### src/rtl/lpw_pkg.sv
package lpw_pkg;
  typedef enum logic [1:0] {ST_RUN, ST_WFI, ST_WFE, ST_WAKE} lpw_state_e;

  localparam int unsigned BIT_EXIT = 1;
  localparam int unsigned BIT_DEEP = 2;
  localparam int unsigned BIT_PEND = 4;
  localparam int unsigned MIN_DATA_W = BIT_PEND + 1;

  typedef struct packed {
    logic pend_evt;
    logic deep;
    logic exit_slp;
  } lpw_ctrl_t;
endpackage

### src/rtl/lpw_ctrl_reg.sv
module lpw_ctrl_reg
  import lpw_pkg::*;
#(
  parameter int unsigned DATA_W = 32
) (
  input  logic              clk_i,
  input  logic              rst_ni,
  input  logic              wr_i,
  input  logic              rd_i,
  input  logic              priv_i,
  input  logic [DATA_W-1:0] wdata_i,
  output logic [DATA_W-1:0] rdata_o,
  output logic              err_o,
  output lpw_ctrl_t         ctrl_o
);
  lpw_ctrl_t ctrl_q;

  always_ff @(posedge clk_i or negedge rst_ni) begin
    if (!rst_ni) begin
      ctrl_q <= '0;
    end else if (wr_i && priv_i) begin
      ctrl_q.exit_slp <= wdata_i[BIT_EXIT];
      ctrl_q.deep     <= wdata_i[BIT_DEEP];
      ctrl_q.pend_evt <= wdata_i[BIT_PEND];
    end
  end

  always_comb begin
    rdata_o = '0;
    if (rd_i && priv_i) begin
      rdata_o[BIT_EXIT] = ctrl_q.exit_slp;
      rdata_o[BIT_DEEP] = ctrl_q.deep;
      rdata_o[BIT_PEND] = ctrl_q.pend_evt;
    end
  end

  assign err_o  = rd_i && !priv_i;
  assign ctrl_o = ctrl_q;
endmodule

### src/rtl/lpw_pend_detect.sv
module lpw_pend_detect #(
  parameter int unsigned N_IRQ = 32
) (
  input  logic             clk_i,
  input  logic             rst_ni,
  input  logic [N_IRQ-1:0] pend_i,
  input  logic [N_IRQ-1:0] en_i,
  input  logic             pend_evt_i,
  output logic             irq_wake_o,
  output logic             pend_evt_o
);
  logic [N_IRQ-1:0] pend_q;
  logic [N_IRQ-1:0] rise;
  logic [N_IRQ-1:0] qual;

  always_ff @(posedge clk_i or negedge rst_ni) begin
    if (!rst_ni) pend_q <= '0;
    else         pend_q <= pend_i;
  end

  for (genvar g = 0; g < N_IRQ; g++) begin : g_irq
    assign rise[g] = pend_i[g] && !pend_q[g];
    // disabled lines qualify only when pend-event is set
    assign qual[g] = rise[g] && (en_i[g] || pend_evt_i);
  end

  assign irq_wake_o = |qual;
  assign pend_evt_o = pend_evt_i && (|rise);
endmodule

### src/rtl/lpw_seq.sv
module lpw_seq
  import lpw_pkg::*;
(
  input  logic       clk_i,
  input  logic       rst_ni,
  input  logic       wfi_i,
  input  logic       wfe_i,
  input  logic       ret_i,
  input  logic       exit_en_i,
  input  logic       deep_en_i,
  input  logic       evt_i,
  input  logic       irq_wake_i,
  output logic       sleep_o,
  output logic       deep_o,
  output logic       wake_o,
  output logic       latch_o
);
  lpw_state_e state_q, state_d;
  logic       latch_q, latch_d;

  always_comb begin
    state_d = state_q;
    latch_d = latch_q;
    if (evt_i && state_q != ST_WFE) latch_d = 1'b1;
    unique case (state_q)
      ST_RUN: begin
        if (wfi_i) begin
          state_d = ST_WFI;
        end else if (wfe_i) begin
          // a pending or simultaneous event returns at once
          if (latch_q || evt_i) latch_d = 1'b0;
          else                  state_d = ST_WFE;
        end else if (ret_i && exit_en_i) begin
          state_d = ST_WFI;
        end
      end
      ST_WFI:  if (irq_wake_i)          state_d = ST_WAKE;
      ST_WFE:  if (evt_i || irq_wake_i) state_d = ST_WAKE;
      ST_WAKE: state_d = ST_RUN;
      default: state_d = ST_RUN;
    endcase
  end

  always_ff @(posedge clk_i or negedge rst_ni) begin
    if (!rst_ni) begin
      state_q <= ST_RUN;
      latch_q <= 1'b0;
    end else begin
      state_q <= state_d;
      latch_q <= latch_d;
    end
  end

  assign sleep_o = state_q != ST_RUN;
  assign deep_o  = sleep_o && deep_en_i;
  assign wake_o  = state_q == ST_WAKE;
  assign latch_o = latch_q;
endmodule

### src/rtl/lp_wake_ctrl.sv
module lp_wake_ctrl
  import lpw_pkg::*;
#(
  parameter int unsigned N_IRQ  = 32,
  parameter int unsigned DATA_W = 32
) (
  input  logic              clk_i,
  input  logic              rst_ni,
  input  logic              reg_wr_i,
  input  logic              reg_rd_i,
  input  logic              reg_priv_i,
  input  logic [DATA_W-1:0] reg_wdata_i,
  output logic [DATA_W-1:0] reg_rdata_o,
  output logic              reg_err_o,
  input  logic              wfi_i,
  input  logic              wfe_i,
  input  logic              sev_i,
  input  logic              ext_evt_i,
  input  logic              handler_ret_i,
  input  logic [N_IRQ-1:0]  irq_pend_i,
  input  logic [N_IRQ-1:0]  irq_en_i,
  output logic              sleep_o,
  output logic              deep_o,
  output logic              wake_o
);
  lpw_ctrl_t ctrl;
  logic      irq_wake;
  logic      pend_evt;
  logic      evt;
  logic      evt_latch;

  lpw_ctrl_reg #(.DATA_W(DATA_W)) i_reg (
    .clk_i   (clk_i),
    .rst_ni  (rst_ni),
    .wr_i    (reg_wr_i),
    .rd_i    (reg_rd_i),
    .priv_i  (reg_priv_i),
    .wdata_i (reg_wdata_i),
    .rdata_o (reg_rdata_o),
    .err_o   (reg_err_o),
    .ctrl_o  (ctrl)
  );

  lpw_pend_detect #(.N_IRQ(N_IRQ)) i_pend (
    .clk_i      (clk_i),
    .rst_ni     (rst_ni),
    .pend_i     (irq_pend_i),
    .en_i       (irq_en_i),
    .pend_evt_i (ctrl.pend_evt),
    .irq_wake_o (irq_wake),
    .pend_evt_o (pend_evt)
  );

  assign evt = sev_i || ext_evt_i || pend_evt;

  lpw_seq i_seq (
    .clk_i      (clk_i),
    .rst_ni     (rst_ni),
    .wfi_i      (wfi_i),
    .wfe_i      (wfe_i),
    .ret_i      (handler_ret_i),
    .exit_en_i  (ctrl.exit_slp),
    .deep_en_i  (ctrl.deep),
    .evt_i      (evt),
    .irq_wake_i (irq_wake),
    .sleep_o    (sleep_o),
    .deep_o     (deep_o),
    .wake_o     (wake_o),
    .latch_o    (evt_latch)
  );
endmodule

### config.mk
export PLATFORM = sky130hd
export DESIGN_NAME = lp_wake_ctrl
export DESIGN_NICKNAME = d
export VERILOG_FILES = /design/src/rtl/lpw_pkg.sv /design/src/rtl/lpw_ctrl_reg.sv /design/src/rtl/lpw_pend_detect.sv /design/src/rtl/lpw_seq.sv /design/src/rtl/lp_wake_ctrl.sv
export SDC_FILE = /design/constraint.sdc
export NUM_CORES = 1
export LEC_CHECK = 0
export BUFFER_PORTS_ARGS = -buffer_cell sky130_fd_sc_hd__buf_2
export CORE_MARGIN = 8
export CORE_UTILIZATION = 37
export DETAILED_ROUTE_END_ITERATION = 6
export PLACE_DENSITY = 0.74
export SYNTH_ARGS = -nofsm -noshare
export SYNTH_HDL_FRONTEND = slang
export SYNTH_SLANG_ARGS = --single-unit
export TNS_END_PERCENT = 50
### constraint.sdc
create_clock -name clk_i -period 1.7 [get_ports clk_i]
set_input_delay 0 -clock clk_i [delete_from_list [all_inputs] [get_ports clk_i]]
set_output_delay 0 -clock clk_i [all_outputs]
set_load 0.03 [all_outputs]
==> metrics.md <==
| Metric | Value |
|---|---|
| Status | finished, violations left |
| Failing checks | setup timing |
| RSZ-0062 raised after global routing | yes |
| Clock network fraction of total power | 22.7% |
| Overall power | 2.526 mW |
| Hold/Removal Path Class | primary input to flop |
| Final Hold Fails | 0 |
| Largest net degree at the start of global routing | 39 |
| Total number of vias | 1864 |
| CTS Buffer Depth | 2 |
| Slew Limit Fails | 0 |
| Critical Path Start Type | flop |
| Total congestion overflow | 0 |
| Initial Utilization | 37.50% |
| Top post-synthesis cells by count | dfrtp_1, nor2_1, buf_4, nand2b_1, o22ai_1 |
| Cell taking the most area after synthesis | dfrtp_1 |
| Via/cell ratio | 4.449 |
| Reg2reg setup slack | -0.12 ns |
| Comb pwr share | 36.5% |
| Area occupied by multi-input gates | 963.4 µm² |
| Die height | 90.02 µm |
| Critical Path AT | 2.03 ns |
| Remaining DRCs | 0 |
| Mapped Cells | 203 |
| CP cell instances | or2b_2, nand4_1, nor4_4, a31oi_4, o41a_1, a21oi_2, mux2i_1 |
| Most common cell in the synthesized netlist | dfrtp_1 |
| Endpoints failing setup | 2 |
| Post-Syn Area | 2027 µm² |
| Leak Pwr | 1.546 nW |
| Critical path launch point | i_pend.pend_q[20]$_DFF_PN0_ |
| Switch share | 34.33% |
| Post-synthesis async set-or-reset flop share | 100.0% |
| Placed cells | 373 |
| I/O pin cnt | 142 |
| Share of layout cells above drive strength 1 | 38.90% |
| Rows | 27 |
| Final GP Congestion | 0.8107 |
| Worst path max stage delay | 0.35 ns |
| Avg WL per Cell | 14.39 µm |
| Syn_area_per_cell | 9.985 µm² |
| Min Tclk post-route | 1.825 ns |
| Fmax achieved | 548.0 MHz |
| Ant diodes | 0 |
| CTS sink count | 38 |
| CP endpoint kind | flop |
| Worst path slowest cell | nor4_4 |
| All-layer global routing usage | 15.06% |
| P&R area growth vs syn | 52.10% |
| CTS H-tree depth | 2 |
| CTS Buf Count | 5 |
| Initial antenna violation count | 0 |
| Setup Skew | 0.002683 ns |
| R2r endpoint | i_seq.state_q[0]$_DFFE_PN0P_ |
| #FFs+latches synth | 38 |
| Final nets | 457 |
| Library cells used by synthesis | 35 |
| Primary FF master, synth | dfrtp_1 |
| Fin cells | 419 |
| Setup TNS | -0.2438 ns |
| Worst reg2reg startpoint | i_pend.pend_q[20]$_DFF_PN0_ |
| Internal | 1.659 mW |
| Core box area | 5405 µm² |
| Setup ws final | -0.1248 ns |
| Peak VDD IR | 411.4 µV |
| Die width | 90.02 µm |
| Power density over the cells | 819.5 nW/µm² |
| Crit path capture | i_seq.state_q[0]$_DFFE_PN0P_ |
| ANT nets after route | 0 |
| Ranking of synthesized cells by area | dfrtp_1, buf_4, nor2_1, nand2b_1, o22ai_1 |
| Worst skew pair latency | 0.28 ns |
| Register area | 950.9 µm² |
| WS Path Type | flop to flop |
| Reg clk slew, reported paths | 0.07 ns |
| Share of the synthesized area in the top cell type | 46.91% |
| First-pass GRT wire length | 10020 µm |
| Worst Path Max Fanout | 2 |
| Sequential area share after synthesis | 46.91% |
| TritonCTS clock tree | done |
| Switch Pwr | 0.8672 mW |
| Port bufs | 83 |
| Die ar. | 8103 µm² |
| WL final | 6028 µm |
| DP HPWL | 4755 µm |
| DRC violation total after the first TritonRoute iteration | 45 |
| Util after Layout | 57.04% |
| Warnings from Yosys | 0 |
| # Max-Cap Violations | 0 |
| Reg power frac | 40.8% |
| Period Utilization, post-route | 107.3% |
| Root buffer cell | clkbuf_8 |
| First-pass detailed-route iteration total | 4 |
| Number of flops mapped to enable cells by yosys | 0 |
| R2R cell count | 7 |
| Vias in the first global route | 2167 |
| Worst EP required | 1.91 ns |
| Fillers | 494 |
[per-layer routing]
layer / track usage, % / routed length [µm] / vias up
met2: 25.64 / 2935 / 71
met1: 16.56 / 2551 / 862
li1: - / - / 925
met5: 0 / 0 / -
met3: 6.234 / 479 / 6
met4: 4.993 / 61 / 0
[registers in the layout, indices dropped and copies added, names as in the netlist]
signal and flops:
i_reg.ctrl_o 3, i_seq.latch_o 1, i_pend.pend_q 32, i_seq.state_q 2
[area by class of cell]
cell class	count	share of cell area [%]
multi-input combinational	150	31.25
timing repair buffer	141	31.09
sequential	38	30.84
tap	72	2.922
clock buffer	5	2.232
inverter	11	1.339
clock inverter	2	0.3247
[cells by family (layout without fill, tap and decap cells)]
group	Yosys count	in the layout	synth area share [%]
buf+inv	43	159	13.95
other cells	1	29	0.1850
fa+ha+maj	4	4	2.469
compound gates	26	26	8.766
simple gates	86	86	25.06
mux	5	5	2.654
flops	38	38	46.91
[power by group through the flow]
stage          Combinational, mW  Clock, mW  Sequential [mW]
6_report                   0.922      0.574             1.03
4_1_cts                    0.870      0.594             1.03
3_3_place_gp               0.777          0             1.04
3_5_place_dp               0.798          0             1.05
5_1_grt                     1.02      0.629             1.04
2_1_floorplan              0.576          0             1.03
[critical path, delay by kind of cell (launching register included)]
kind,cells,cell delay [ns]
AO/OA/AOI/OAI,3,0.63
AND/OR/NAND/NOR,3,0.59
multiplexers,1,0.20
flip-flops,1,0.32
[placed cells by master (no fill, tap or decap)]
cell and n:
a22oi_1 1, or2b_2 9, and2b_2 1, o21a_1 1
and2b_1 1, mux2i_1 2, a31oi_4 1, buf_4 19
mux2_2 3, buf_2 83, a21oi_2 1, nand2b_2 3
nor4_1 4, nor3_2 1, a21oi_1 1, o21ai_0 3
o32ai_1 1, conb_1 29, nor2b_1 2, clkinv_2 2
clkbuf_8 5, o21ai_2 1, a22o_1 1, nor4_2 1
and3_1 3, nand2b_4 1, nand4_1 7, nand3b_1 4
buf_12 1, nand2b_1 13, o41a_1 1, nor4_4 2
inv_1 11, ha_1 4, dlygate4sd3_1 38, nor2_1 30
o41ai_4 1, o22ai_1 13, nand2_1 4, dfrtp_1 38
[metrics by stage]
stage	hold slack, ns	worst slack [ns]	instance area [µm²]
finish	0.05475	-0.1248	3083
global route	0.09329	-0.2784	3083
CTS	0.05198	-0.1270	3028
detailed placement	0.08242	-0.2324	2551
global placement	0.06876	-0.1257	2551
floorplan	-0.2956	0.01252	2132
[what timing repair did]
| action | in CTS | in global routing |
|---|---|---|
| hold buffers | 38 | 0 |
| resized for setup | 3 | 6 |
| hold endpoints to repair | 74 | 0 |
| endpoints found under the setup margin | 2 | 2 |
| setup buffers | 0 | 1 |
| pin swaps | 4 | 2 |
[worst min-delay path by stage]
| stage | startpoint | end | cells after the start |
|---|---|---|---|
| 2_1_floorplan | rst_ni | i_pend.pend_q[0]$_DFF_PN0_ | 0 |
| 3_3_place_gp | rst_ni | i_pend.pend_q[19]$_DFF_PN0_ | 2 |
| 3_5_place_dp | rst_ni | i_pend.pend_q[19]$_DFF_PN0_ | 2 |
| 4_1_cts | wfe_i | i_seq.latch_o$_DFF_PN0_ | 4 |
| 5_1_grt | wfe_i | i_seq.latch_o$_DFF_PN0_ | 4 |
| 6_report | wfe_i | i_seq.latch_o$_DFF_PN0_ | 4 |
Power figures use the tool's default switching activity.
